## src/rtl/hcss_pkg.sv

```systemverilog
package hcss_pkg;
  typedef enum logic [2:0] {
    ST_IDLE = 3'd0,
    ST_MID  = 3'd1,
    ST_OVL  = 3'd2,
    ST_POS  = 3'd3,
    ST_NEG  = 3'd4
  } seq_state_e;
endpackage

```

## src/rtl/hcss_sign_filter.sv

```systemverilog
// Run-length filter: a sign is accepted after FILT_LEN equal samples in a row.
module hcss_sign_filter #(
  parameter int FILT_LEN = 3
) (
  input  logic clk,
  input  logic rst_n,
  input  logic in_vld,
  input  logic in_neg,
  output logic acc_vld,
  output logic acc_neg
);
  localparam int RW = $clog2(FILT_LEN + 1);
  localparam logic [RW-1:0] RUN_MAX = RW'(FILT_LEN);

  logic [RW-1:0] run_q, run_nx;
  logic          last_q, have_q, same;

  always_comb begin
    same = have_q && (in_neg == last_q);
    if (!same)               run_nx = RW'(1);
    else if (run_q == RUN_MAX) run_nx = run_q;
    else                     run_nx = run_q + RW'(1);
  end

  always_ff @(posedge clk or negedge rst_n) begin
    if (!rst_n) begin
      run_q   <= '0;
      last_q  <= 1'b0;
      have_q  <= 1'b0;
      acc_vld <= 1'b0;
      acc_neg <= 1'b0;
    end else if (in_vld) begin
      run_q  <= run_nx;
      last_q <= in_neg;
      have_q <= 1'b1;
      if (run_nx == RUN_MAX) begin
        acc_vld <= 1'b1;
        acc_neg <= in_neg;
      end
    end
  end
endmodule

```

## src/rtl/hcss_timer.sv

```systemverilog
// Down-counter: a load of len makes done true in the len-th cycle (0 acts as 1).
module hcss_timer #(
  parameter int CW = 8
) (
  input  logic          clk,
  input  logic          rst_n,
  input  logic          load,
  input  logic [CW-1:0] len,
  output logic          done
);
  logic [CW-1:0] cnt_q;

  always_ff @(posedge clk or negedge rst_n) begin
    if (!rst_n)              cnt_q <= '0;
    else if (load)           cnt_q <= (len == '0) ? '0 : len - CW'(1);
    else if (cnt_q != '0)    cnt_q <= cnt_q - CW'(1);
  end

  assign done = (cnt_q == '0);
endmodule

```

## src/rtl/hcss_seq_fsm.sv

```systemverilog
// Half-cycle sequencer: steady -> clamp phase -> overlap phase -> steady.
module hcss_seq_fsm
  import hcss_pkg::*;
(
  input  logic       clk,
  input  logic       rst_n,
  input  logic       acc_vld,
  input  logic       acc_neg,
  input  logic       tmr_done,
  output logic       tmr_load,
  output logic       tmr_use_ovl,
  output seq_state_e st_q,
  output logic       tgt_neg_q,
  output logic       prev_up_q,
  output logic       prev_dn_q
);
  seq_state_e st_nx;
  logic       start;

  always_comb begin
    st_nx = st_q;
    start = 1'b0;
    unique case (st_q)
      ST_IDLE: if (acc_vld)             start = 1'b1;
      ST_POS:  if (acc_vld && acc_neg)  start = 1'b1;
      ST_NEG:  if (acc_vld && !acc_neg) start = 1'b1;
      ST_MID:  if (tmr_done) st_nx = ST_OVL;
      ST_OVL:  if (tmr_done) st_nx = tgt_neg_q ? ST_NEG : ST_POS;
      default: st_nx = ST_IDLE;
    endcase
    if (start) st_nx = ST_MID;
  end

  assign tmr_load    = start || (st_q == ST_MID && st_nx == ST_OVL);
  assign tmr_use_ovl = (st_nx == ST_OVL);

  always_ff @(posedge clk or negedge rst_n) begin
    if (!rst_n) begin
      st_q      <= ST_IDLE;
      tgt_neg_q <= 1'b0;
      prev_up_q <= 1'b0;
      prev_dn_q <= 1'b0;
    end else begin
      st_q <= st_nx;
      if (start) begin
        tgt_neg_q <= acc_neg;
        prev_up_q <= (st_q == ST_POS);
        prev_dn_q <= (st_q == ST_NEG);
      end
    end
  end
endmodule

```

## src/rtl/hcss_gate_decode.sv

```systemverilog
// Registered decode of sequencer state into gate, clamp and enable levels.
module hcss_gate_decode
  import hcss_pkg::*;
(
  input  logic       clk,
  input  logic       rst_n,
  input  seq_state_e st,
  input  logic       tgt_neg,
  input  logic       prev_up,
  input  logic       prev_dn,
  output logic       sel_up,
  output logic       sel_dn,
  output logic       up_mod_en,
  output logic       dn_mod_en,
  output logic       up_clamp,
  output logic       dn_clamp,
  output logic       busy,
  output logic [2:0] state_o
);
  typedef struct packed {
    logic su, sd, um, dm, uc, dc, bz;
  } pins_t;

  pins_t nx, q;

  always_comb begin
    nx = '{su:1'b0, sd:1'b0, um:1'b0, dm:1'b0, uc:1'b1, dc:1'b1, bz:1'b0};
    unique case (st)
      ST_MID: begin
        nx.su = prev_up;
        nx.sd = prev_dn;
        nx.bz = 1'b1;
      end
      ST_OVL: begin
        nx.su = prev_up | ~tgt_neg;
        nx.sd = prev_dn | tgt_neg;
        nx.bz = 1'b1;
      end
      ST_POS: begin
        nx.su = 1'b1;
        nx.um = 1'b1;
        nx.uc = 1'b0;
      end
      ST_NEG: begin
        nx.sd = 1'b1;
        nx.dm = 1'b1;
        nx.dc = 1'b0;
      end
      default: ;
    endcase
  end

  always_ff @(posedge clk or negedge rst_n) begin
    if (!rst_n) begin
      q       <= '{su:1'b0, sd:1'b0, um:1'b0, dm:1'b0, uc:1'b1, dc:1'b1, bz:1'b0};
      state_o <= 3'd0;
    end else begin
      q       <= nx;
      state_o <= st;
    end
  end

  assign sel_up    = q.su;
  assign sel_dn    = q.sd;
  assign up_mod_en = q.um;
  assign dn_mod_en = q.dm;
  assign up_clamp  = q.uc;
  assign dn_clamp  = q.dc;
  assign busy      = q.bz;
endmodule

```

## src/rtl/hcss_sel_seq.sv

```systemverilog
module hcss_sel_seq
  import hcss_pkg::*;
#(
  parameter int FILT_LEN = 3,
  parameter int CW       = 8
) (
  input  logic          clk,
  input  logic          rst_n,
  input  logic          samp_vld,
  input  logic          samp_neg,
  output logic          samp_rdy,
  input  logic [CW-1:0] mid_len,
  input  logic [CW-1:0] ovl_len,
  output logic          sel_up,
  output logic          sel_dn,
  output logic          up_mod_en,
  output logic          dn_mod_en,
  output logic          up_clamp,
  output logic          dn_clamp,
  output logic          busy,
  output logic [2:0]    state_o
);
  logic       acc_vld, acc_neg, tmr_done, tmr_load, tmr_use_ovl;
  logic       tgt_neg, prev_up, prev_dn;
  seq_state_e st;

  always_ff @(posedge clk or negedge rst_n) begin
    if (!rst_n) samp_rdy <= 1'b0;
    else        samp_rdy <= 1'b1;
  end

  hcss_sign_filter #(.FILT_LEN(FILT_LEN)) filt_i (
    .clk(clk), .rst_n(rst_n),
    .in_vld(samp_vld && samp_rdy), .in_neg(samp_neg),
    .acc_vld(acc_vld), .acc_neg(acc_neg)
  );

  hcss_timer #(.CW(CW)) tmr_i (
    .clk(clk), .rst_n(rst_n), .load(tmr_load),
    .len(tmr_use_ovl ? ovl_len : mid_len), .done(tmr_done)
  );

  hcss_seq_fsm fsm_i (
    .clk(clk), .rst_n(rst_n), .acc_vld(acc_vld), .acc_neg(acc_neg),
    .tmr_done(tmr_done), .tmr_load(tmr_load), .tmr_use_ovl(tmr_use_ovl),
    .st_q(st), .tgt_neg_q(tgt_neg), .prev_up_q(prev_up), .prev_dn_q(prev_dn)
  );

  hcss_gate_decode dec_i (
    .clk(clk), .rst_n(rst_n), .st(st), .tgt_neg(tgt_neg),
    .prev_up(prev_up), .prev_dn(prev_dn),
    .sel_up(sel_up), .sel_dn(sel_dn), .up_mod_en(up_mod_en),
    .dn_mod_en(dn_mod_en), .up_clamp(up_clamp), .dn_clamp(dn_clamp),
    .busy(busy), .state_o(state_o)
  );
endmodule

```

## config.mk

```make
export PLATFORM = sky130hd
export DESIGN_NAME = hcss_sel_seq
export DESIGN_NICKNAME = d
export VERILOG_FILES = /design/src/rtl/hcss_pkg.sv /design/src/rtl/hcss_sign_filter.sv /design/src/rtl/hcss_timer.sv /design/src/rtl/hcss_seq_fsm.sv /design/src/rtl/hcss_gate_decode.sv /design/src/rtl/hcss_sel_seq.sv
export SDC_FILE = /design/constraint.sdc
export NUM_CORES = 1
export LEC_CHECK = 0
export ABC_AREA = 1
export BUFFER_PORTS_ARGS = -buffer_cell sky130_fd_sc_hd__buf_2
export CAP_MARGIN = 20
export CORE_MARGIN = 2
export CORE_UTILIZATION = 55
export CTS_CLUSTER_SIZE = 28
export DETAILED_ROUTE_END_ITERATION = 7
export GPL_ROUTABILITY_DRIVEN = 0
export PLACE_DENSITY = 0.78
export REMOVE_ABC_BUFFERS = 1
export SYNTH_ARGS = -nofsm -noshare
export SYNTH_HDL_FRONTEND = slang
export SYNTH_HIERARCHICAL = 1
export SYNTH_SLANG_ARGS = --single-unit
```

## constraint.sdc

```tcl
create_clock -name clk -period 4.55 [get_ports clk]
set_clock_uncertainty 0.1 [all_clocks]
set_input_delay 0.6825 -clock clk [delete_from_list [all_inputs] [get_ports clk]]
set_output_delay 0.6825 -clock clk [all_outputs]
set_load 0.02 [all_outputs]
```

==> out/results.ini, run 1 <==
[critical_path]
cp-start-kind = flop
crit_top_cell = nand2_1
cp_max_fo = 9
critPathLaunch = tmr_i/cnt_q[0]
setup.worst_path.end_class = flop
crit-reg2reg-launch = tmr_i/cnt_q[0]
path_cells = inv_1 -> ha_1 -> inv_2 -> nor2_4 -> nand4_4 -> nor2_4 -> inv_1 -> nand2_1 -> nand2_1 -> a21oi_1 -> nand2_2 -> nor2_2 -> inv_2 -> nand2_1 -> nand2_1 -> inv_1 -> ha_1 -> nand3_1 -> nor2_2 -> nor2_4 -> nand2_1 -> nand2_1 -> nand2_1 -> nand2_1
cp_top_family = simple AND/OR/NAND/NOR gates
crit_path_end = tmr_i/cnt_q[0]
r2r-end = tmr_i/cnt_q[0]
max_stage_delay_ns = 0.41
crit_type = reg2reg
crit_arrival_ns = 3.33
required_ns = 4.68
rrSetupSlack_ns = 1.36
ff2ff_path_depth = 24
critical_path_depth = 24
slowest_stage = dfrtp_1
cp_num_buf_inv = 5

[grt]
gr-total-overflow = 0
track_usage = 0.210
grt_pass1_wl_um = 5810
grt_pass1_vias = 1416
grt_max_degree = 32
antenna_found_initial = 0

[logic_synthesis]
ys_seq_area_frac = 0.422
synth.distinct_cells = 25
ys_ff_latch = 31
avgSynthCellArea_sq_um = 7.29
syn_area_sq_um = 1840
synth_warnings = 6
synth_cells = 253

[timing]
fin_crit_sh = 0.702
slew_viol_final = 0
fmax_mhz = 313
min_period_ns = 3.19
hold_ws_ns = 0.276
tightest_slew_ns = 0.678
finalHoldViolCount = 0
setup_slack_ns = 1.36
slew_headroom = 0.548
setup-tns-final_ns = 0
setup_viol = 0
rsz0062_at_grt = false

[place]
io_buffers = 30
pre_cts_slack_ns = 1.38
dpl.hpwl_um = 2520

[floorplan]
die_h_um = 61.9
pin_count = 31
num_rows = 21
start_util = 0.562
die-area_sq_um = 3830
coreArea_sq_um = 3280
die_w_um = 61.9

[drt]
dr.pass1.iters = 4
ant_nets = 0
wl_per_cell_um = 10.1
drt_iter0_markers = 85
drt-total-wl_um = 3390
drc = 0
viasPerCell = 4.78
vias = 1605

[cells_and_area]
drive_gt1_frac = 0.241
layout_commonest_cell = nand2_1
area_delta_synth_final_pct = 15.3
mostFrequentLayoutCells = nand2_1, inv_1, buf_2
nets = 312
n_antenna_cell = 0

[clock_network]
clock_sinks = 31
clk_latency_ns = 0.34
clk_pin_slew_worst_paths_ns = 0.09
cts_tree = yes
post_cts_buffers = 0
clockBufferDepth = 2
cts_hold_buf = 0
cts_inserted_buffers = 5
cts.repair.resized = 0
h-tree-depth = 2
cts-root-buf = clkbuf_4

[min_path]
hold_path_class = in2async

[power_and_ir_drop]
p_leak_uw = 0.00114
power_density_nw_per_um2 = 536
power_uw = 1140
ir_drop_mv = 0.213

[status]
status = complete, no violations

[job]
cap_violations = 0

==> registers in the layout, summed over array words and instances, names as in the netlist <==
signal	count
dec_i/busy	1
dec_i/dn_clamp	1
dec_i/dn_mod_en	1
dec_i/sel_dn	1
dec_i/sel_up	1
dec_i/state_o	3
dec_i/up_clamp	1
dec_i/up_mod_en	1
filt_i/acc_neg	1
filt_i/acc_vld	1
filt_i/have_q	1
filt_i/last_q	1
filt_i/run_q	2
fsm_i/prev_dn_q	1
fsm_i/prev_up_q	1
fsm_i/st_q	3
fsm_i/tgt_neg_q	1
samp_rdy	1
tmr_i/cnt_q	8
==> synthesized netlist by cell type (all sizes together) <==
| cell type | count | area (sq um) |
|---|---|---|
| nand2 | 98 | 393 |
| inv | 40 | 150 |
| dfrtp | 29 | 726 |
| nor2 | 24 | 150 |
| nand3 | 23 | 125 |
| o21ai | 12 | 60.1 |
| a21oi | 8 | 40.0 |
| nand4 | 6 | 52.6 |
| ha | 3 | 37.5 |
| dfstp | 2 | 52.6 |
| or2 | 2 | 12.5 |
| buf | 1 | 11.3 |
| clkinv | 1 | 8.76 |
| conb | 1 | 3.75 |
| nor3 | 1 | 5.00 |
| o31ai | 1 | 7.51 |
| xor2 | 1 | 8.76 |
==> worst min-delay path by stage <==
stage | slack, ns | start | to | cells after the start
2_1_floorplan | 0.29 | rst_n | dec_i/busy | 0
3_3_place_gp | 0.37 | filt_i/have_q | filt_i/have_q | 1
3_5_place_dp | 0.38 | filt_i/have_q | filt_i/have_q | 1
4_1_cts | 0.29 | rst_n | samp_rdy | 1
5_1_grt | 0.32 | rst_n | fsm_i/st_q[1] | 1
6_report | 0.28 | rst_n | tmr_i/cnt_q[5] | 1
==> final cells by class <==
type / instances / area, sq um
Fill cell: 293 / 1160
Clock buffer: 6 / 51.3
Tap cell: 46 / 57.6
Multi-Input combinational cell: 180 / 896
Timing Repair Buffer: 30 / 150
Sequential cell: 31 / 778
Inverter: 41 / 159
Clock inverter: 2 / 35.0
==> power by group <==
part	switching, uW	internal, uW	leakage, uW
logic	301	169	0.000721
registers	82.9	361	0.000373
clock network	96.5	130	0.0000482
==> kinds of logic (layout without fill, tap and decap cells) <==
| logic type | Yosys count | after routing | share of synthesized area |
|---|---|---|---|
| XOR/XNOR | 1 | 1 | 0.00475 |
| flip-flops | 31 | 31 | 0.422 |
| adder cells (fa/ha/maj) | 3 | 3 | 0.0204 |
| other | 1 | 1 | 0.00203 |
| AO/OA/AOI/OAI | 21 | 21 | 0.0583 |
| buffers and inverters | 42 | 79 | 0.0923 |
| AND/OR/NAND/NOR | 154 | 154 | 0.400 |
==> stage by stage <==
step	area, sq um	instances	util
final	2130	336	0.648
after global routing	2130	336	0.648
after CTS	2130	336	0.648
after detailed placement	2040	328	0.621
after global placement	2040	328	0.621
after floorplan	1830	252	-
==> metal layers <==
layer / track usage / up-vias / share of wire
li1: - / 856 / -
met1: 0.259 / 699 / 0.46
met2: 0.328 / 42 / 0.45
met3: 0.0766 / 8 / 0.067
met4: 0.0942 / 0 / 0.023
met5: 0 / - / 0
No activity file was read; power rests on OpenSTA's default activity.
==> run 2, diff against run 1 <==
--- a/config.mk
+++ b/config.mk
@@ -9,11 +9,11 @@
 export BUFFER_PORTS_ARGS = -buffer_cell sky130_fd_sc_hd__buf_2
 export CAP_MARGIN = 20
 export CORE_MARGIN = 2
-export CORE_UTILIZATION = 55
+export CORE_UTILIZATION = 50
 export CTS_CLUSTER_SIZE = 28
 export DETAILED_ROUTE_END_ITERATION = 7
 export GPL_ROUTABILITY_DRIVEN = 0
-export PLACE_DENSITY = 0.78
+export PLACE_DENSITY = 0.75
 export REMOVE_ABC_BUFFERS = 1
 export SYNTH_ARGS = -nofsm -noshare
 export SYNTH_HDL_FRONTEND = slang
==> constraint.sdc (replaced) <==
create_clock -name clk -period 2.65 [get_ports clk]
set_clock_uncertainty 0.1 [all_clocks]
set_input_delay 0.3975 -clock clk [delete_from_list [all_inputs] [get_ports clk]]
set_output_delay 0.3975 -clock clk [all_outputs]
set_load 0.02 [all_outputs]
==> run 2 against run 1 <==
  * Via count is 17% higher
  * The run now ends with negative setup slack left
  * Hold slack worse by 0.23 ns
  * Sequential share of layout area is 7.5 points lower
  * Global-route usage is 2.0 points higher
  * Wire length is 37% higher
  * Combinational power grew to 2.9 times the previous value
  * Register-to-register slack worse by 1.6 ns
  * Largest cell class unchanged
  * Largest power group unchanged
  * Clock power is 67% higher
  * Count of clock-buffer cells in the layout is 1 higher
==> out/results.ini, run 2 (synthesis results as in run 1) <==
[cells_and_area]
n_antenna_cell = 0  ; unchanged
layout_commonest_cell = nand2_1
drive_gt1_frac = 0.479  ; +0.237
area_delta_synth_final_pct = 44.8
largest_register_ff_count = 8  ; unchanged
largestRegisters = tmr_i/cnt_q (8), dec_i/state_o (3), fsm_i/st_q (3)
nets = 352  ; +13%
mostFrequentLayoutCells = nand2_1, buf_4, buf_2
finalInstanceArea_sq_um = 2670  ; +26%
top_register = tmr_i/cnt_q

[grt]
grt_pass1_vias = 1744  ; +23%
grt_pass1_wl_um = 7360  ; +27%
antenna_found_initial = 0  ; unchanged
top_usage_layer = met2
gr-total-overflow = 0  ; unchanged
grt_use_met3 = 0.0625  ; -0.0141
globalRouteMet2Util = 0.397  ; +0.0691
met1_usage = 0.264  ; +0.00483
grt_max_degree = 32  ; unchanged
track_usage = 0.229  ; +0.0195

[floorplan]
coreArea_sq_um = 3610  ; +9.8%
die_h_um = 64.7  ; +4.6%
die-area_sq_um = 4190  ; +9.4%
start_util = 0.511  ; -0.0501
num_rows = 22  ; +4.8%
pin_count = 31  ; unchanged
die_w_um = 64.7  ; +4.6%

[power_and_ir_drop]
power_uw = 2510  ; +120%
ir_drop_mv = 0.393  ; +85%
p_leak_uw = 0.00137  ; +20%
power_density_nw_per_um2 = 939  ; +75%

[critical_path]
rrSetupSlack_ns = -0.26  ; -1.62 ns
cp_num_buf_inv = 16  ; +11
crit_top_cell = buf_4
crit_arrival_ns = 3.02  ; -0.31 ns
crit-reg2reg-launch = tmr_i/cnt_q[1]
setup.worst_path.end_class = flop
crit_type = reg2reg
cp_top_family = buffers and inverters
slowest_stage = dfrtp_1
cp-start-kind = flop
path_cells = inv_2 -> buf_4 -> buf_4 -> buf_4 -> buf_4 -> buf_4 -> buf_4 -> buf_4 -> buf_4 -> buf_4 -> buf_4 -> buf_4 -> buf_4 -> buf_4 -> buf_4 -> buf_4 -> nand2_4 -> nor2_4 -> nand3_2 -> nand3_2 -> a21oi_2
r2r-end = tmr_i/cnt_q[7]
cp_max_fo = 3  ; -6
ff2ff_path_depth = 21  ; -13%
max_stage_delay_ns = 0.41  ; about the same
required_ns = 2.76  ; -1.92 ns

[timing]
min_period_ns = 2.91  ; -0.283 ns
slew_headroom = 0.555  ; +0.00645
fin_crit_sh = 1.10  ; +0.396
setup_slack_ns = -0.259  ; -1.62 ns
fmax_mhz = 344  ; +9.7%
rsz0062_at_grt = true
setup_viol = 8  ; +8
finalHoldViolCount = 0  ; unchanged
tightest_slew_ns = 0.668  ; -0.00968 ns
slew_viol_final = 0  ; unchanged

[drt]
drt_iter0_markers = 137  ; +61%
drt-total-wl_um = 4630  ; +37%
viasPerCell = 4.96  ; +3.7%
drc = 0  ; unchanged
wl_per_cell_um = 12.2  ; +21%
vias = 1873  ; +17%
ant_nets = 0  ; unchanged
dr.pass1.iters = 4  ; unchanged

[job]
cap_violations = 0  ; unchanged

[clock_network]
clockBufferDepth = 2  ; unchanged
h-tree-depth = 2  ; unchanged
cts_inserted_buffers = 5  ; unchanged
clk_pin_slew_worst_paths_ns = 0.07  ; -0.02 ns
cts_tree = yes
cts-root-buf = clkbuf_8
clock_sinks = 31  ; unchanged
clk_latency_ns = 0.28  ; -0.06 ns
cts_hold_buf = 0  ; unchanged

[place]
dpl.hpwl_um = 2730  ; +8.7%
io_buffers = 30  ; unchanged
place_area_sq_um = 2140  ; +4.9%

[status]
status = complete, but fails checks
violations = negative setup slack

[min_path]
hold_path_class = in2async

## run 2: cell types whose count changed in the layout (fill, tap and decap cells not counted), sizes merged
cell    before  now
clkbuf       6    7
bufinv       1    0
buf         30   70
## run 2: final cells by class
type	count	area, sq um
well taps	48	60.1
fillers	255	935
multi-input cells	180	1120
clock buffers	7	86.3
inverters	41	164
clock inverters	1	5.00
repair buffers	70	462
flip-flops and latches	31	778
## run 2: stage by stage
| stage | TNS, ns | utilization | instances | setup slack [ns] | hold WS (ns) |
|---|---|---|---|---|---|
| after floorplan | -1.16 | - | 252 | -0.189 | 0.00191 |
| after detailed placement | -1.49 | 0.594 | 343 | -0.229 | 0.372 |
| after global routing | -2.48 | 0.741 | 378 | -0.344 | 0.100 |
| after CTS | -1.09 | 0.681 | 370 | -0.147 | 0.0644 |
| after global placement | -0.714 | 0.594 | 343 | -0.139 | 0.367 |
| final | -1.52 | 0.741 | 378 | -0.259 | 0.0462 |
## run 2: power breakdown
part           internal [uW]  total, uW  switching, uW
sequential               622        779            157
combinational            600       1350            752
clock                    209        377            168
## run 2: metal layers
layer	wire [um]	share of wire
met3	239	0.052
met1	1890	0.41
met4	155	0.033
met5	0	0
met2	2340	0.51
## run 2: how the worst max path moves through the flow
stage                   startpoint        endpoint  slack [ns]  depth (start not counted)
floorplan           tmr_i/cnt_q[0]  tmr_i/cnt_q[0]       -0.19                         24
global placement    tmr_i/cnt_q[0]  tmr_i/cnt_q[1]       -0.14                         24
detailed placement  tmr_i/cnt_q[0]  tmr_i/cnt_q[1]       -0.23                         24
CTS                 tmr_i/cnt_q[1]  tmr_i/cnt_q[5]       -0.15                         22
global route        tmr_i/cnt_q[1]  tmr_i/cnt_q[0]       -0.34                         24
finish              tmr_i/cnt_q[1]  tmr_i/cnt_q[7]       -0.26                         21
## run 2: what timing repair did
action,in CTS,in global routing
setup buffers,19,8
gates resized for setup,24,43
endpoints found under the setup margin,8,8
pin swaps,17,28
==> run 3, diff against run 2 <==
--- a/config.mk
+++ b/config.mk
@@ -9,11 +9,11 @@
 export BUFFER_PORTS_ARGS = -buffer_cell sky130_fd_sc_hd__buf_2
 export CAP_MARGIN = 20
 export CORE_MARGIN = 2
-export CORE_UTILIZATION = 50
+export CORE_UTILIZATION = 55
 export CTS_CLUSTER_SIZE = 28
 export DETAILED_ROUTE_END_ITERATION = 7
 export GPL_ROUTABILITY_DRIVEN = 0
-export PLACE_DENSITY = 0.75
+export PLACE_DENSITY = 0.78
 export REMOVE_ABC_BUFFERS = 1
 export SYNTH_ARGS = -nofsm -noshare
 export SYNTH_HDL_FRONTEND = slang
==> constraint.sdc (replaced) <==
create_clock -name clk -period 3.5 [get_ports clk]
set_clock_uncertainty 0.1 [all_clocks]
set_input_delay 0.525 -clock clk [delete_from_list [all_inputs] [get_ports clk]]
set_output_delay 0.525 -clock clk [all_outputs]
set_load 0.02 [all_outputs]
==> run 3 against run 2 <==
  * The run now ends clean
  * Sequential power down 26%
  * Sequential share of layout area grew 7.4 points
  * Total power is 41% lower
  * Hold slack improved by 0.084 ns
  * Combinational power decreased by 54%
  * Via count down 16%
  * Register-to-register slack better by 0.68 ns
  * Critical endpoint is now tmr_i/cnt_q[0]
  * Highest routed layer unchanged
==> out/results.ini, run 3 (synthesis results as in run 1) <==
[cells_and_area]
drive_gt1_frac = 0.241  ; -0.237
layout_commonest_cell = nand2_1
nets = 312  ; -11%
register_area_sq_um = 778  ; unchanged
finalInstanceArea_sq_um = 2130  ; -20%
fill_cells = 297  ; +16%
top_register = tmr_i/cnt_q
multi_input_area_sq_um = 901  ; -19%
area_delta_synth_final_pct = 15.6
largestRegisters = tmr_i/cnt_q (8), dec_i/state_o (3), fsm_i/st_q (3)
mostFrequentLayoutCells = nand2_1, inv_1, buf_2
largest_register_ff_count = 8  ; unchanged
n_antenna_cell = 0  ; unchanged

[power_and_ir_drop]
p_int_uw = 859  ; -40%
swShare = 0.419  ; -0.00997
pwr-share-seq = 0.390  ; +0.079
power_frac_comb = 0.417  ; -0.122
switchingPower_uw = 620  ; -42%
p_leak_uw = 0.00114  ; -17%
power_density_nw_per_um2 = 694  ; -26%
power_frac_clock = 0.193  ; +0.043
ir_drop_mv = 0.283  ; -28%

[critical_path]
cp_num_buf_inv = 5  ; -11
required_ns = 3.61  ; +0.85 ns
cp_top_family = simple AND/OR/NAND/NOR gates
crit_top_cell = nand2_1
cp_max_fo = 9  ; +6
setup.worst_path.end_class = flop
path_cells = inv_1 -> ha_1 -> inv_2 -> nor2_4 -> nand4_4 -> nor2_4 -> inv_1 -> nand2_1 -> nand2_1 -> a21oi_1 -> nand2_2 -> nor2_4 -> inv_2 -> nand2_1 -> nand2_1 -> inv_1 -> ha_1 -> nand3_1 -> nor2_2 -> nor2_4 -> nand2_1 -> nand2_1 -> nand2_1 -> nand2_1
slowest_stage = dfrtp_1
max_stage_delay_ns = 0.41  ; about the same
crit_arrival_ns = 3.19  ; +0.17 ns
cp-start-kind = flop
crit_type = reg2reg

[place]
io_buffers = 30  ; unchanged
place_area_sq_um = 2040  ; -4.7%
dpl.hpwl_um = 2480  ; -9.2%

[drt]
dr.pass1.iters = 4  ; unchanged
wl_per_cell_um = 9.92  ; -19%
drt-total-wl_um = 3330  ; -28%
vias = 1568  ; -16%
ant_nets = 0  ; unchanged
drt_iter0_markers = 86  ; -37%
viasPerCell = 4.67  ; -5.8%
drc = 0  ; unchanged

[clock_network]
h-tree-depth = 2  ; unchanged
cts_hold_buf = 0  ; unchanged
cts.repair.resized = 0  ; -100%
clk_pin_slew_worst_paths_ns = 0.09  ; +0.02 ns
cts-root-buf = clkbuf_4
cts_inserted_buffers = 5  ; unchanged
cts_tree = yes
clk_latency_ns = 0.32  ; +0.04 ns
clockBufferDepth = 2  ; unchanged
clock_sinks = 31  ; unchanged
post_cts_buffers = 0  ; -19

[grt]
grt_pass1_vias = 1364  ; -22%
gr-total-overflow = 0  ; unchanged
antenna_found_initial = 0  ; unchanged
track_usage = 0.210  ; -0.0190
grt_pass1_wl_um = 5820  ; -21%
grt_max_degree = 32  ; unchanged

[job]
cap_violations = 0  ; unchanged

[timing]
min_period_ns = 3.08  ; +0.171 ns
rsz0062_at_grt = false
fin_crit_sh = 0.880  ; -0.218
slew_headroom = 0.556  ; +0.00174
setup_viol = 0  ; -8
setup-tns-final_ns = 0  ; +1.52 ns
tightest_slew_ns = 0.665  ; -0.00261 ns
slew_viol_final = 0  ; unchanged
finalHoldViolCount = 0  ; unchanged
fmax_mhz = 325  ; -5.5%

[floorplan]
coreArea_sq_um = 3280  ; -8.9%
die_h_um = 61.9  ; -4.4%
pin_count = 31  ; unchanged
start_util = 0.562  ; +0.0501
die_w_um = 61.9  ; -4.4%
die-area_sq_um = 3830  ; -8.6%
num_rows = 21  ; -4.5%

[min_path]
hold_path_class = in2async

[status]
status = complete, no violations

## run 3: changes by cell type in the layout (fill, tap and decap cells not counted), sizes merged
cell / change
clkbuf: -1
buf: -40
bufinv: +1
## run 3: final timing paths
check / start / endpoint / slack, ns / cells past startpoint
max in group asynchronous: rst_n / fsm_i/st_q[0] / 2.74 / 1
worst max register to register: tmr_i/cnt_q[0] / tmr_i/cnt_q[0] / 0.42 / 24
worst min register to register: filt_i/have_q / filt_i/have_q / 0.42 / 1
worst min-delay path: rst_n / fsm_i/tgt_neg_q / 0.13 / 1
worst max-delay path: tmr_i/cnt_q[0] / tmr_i/cnt_q[0] / 0.42 / 24
min in group clk: samp_neg / filt_i/last_q / 0.35 / 3
## run 3: cell type report
class	count	share of cell area
Clock inverter	2	0.0164
Tap cell	46	0.0270
Timing Repair Buffer	30	0.0704
Multi-Input combinational cell	180	0.423
Inverter	41	0.0745
Sequential cell	31	0.365
Clock buffer	6	0.0241
## run 3: power groups by stage
stage | Clock (uW) | Combinational, uW | Sequential, uW
2_1_floorplan | 0 | 456 | 592
3_3_place_gp | 0 | 605 | 579
3_5_place_dp | 0 | 609 | 583
4_1_cts | 293 | 614 | 577
5_1_grt | 312 | 722 | 594
6_report | 286 | 617 | 576
## run 3: metrics by stage
step	std cells	util	worst slack (ns)	hold WS, ns	total power [uW]
global placement	328	0.621	0.455	0.375	1180
floorplan	252	-	0.661	0.129	1050
detailed placement	328	0.621	0.341	0.397	1190
finish	336	0.649	0.421	0.130	1480
CTS	336	0.648	0.311	0.148	1480
global route	336	0.649	0.0483	0.159	1630
## run 3: metal layers
layer	global-route usage	wire length [um]	part of all wire	vias up
met2	0.311	1500	0.45	35
met5	0	0	0	-
met3	0.0704	176	0.053	5
met1	0.277	1590	0.48	675
li1	-	-	-	853
met4	0.0973	65	0.020	0
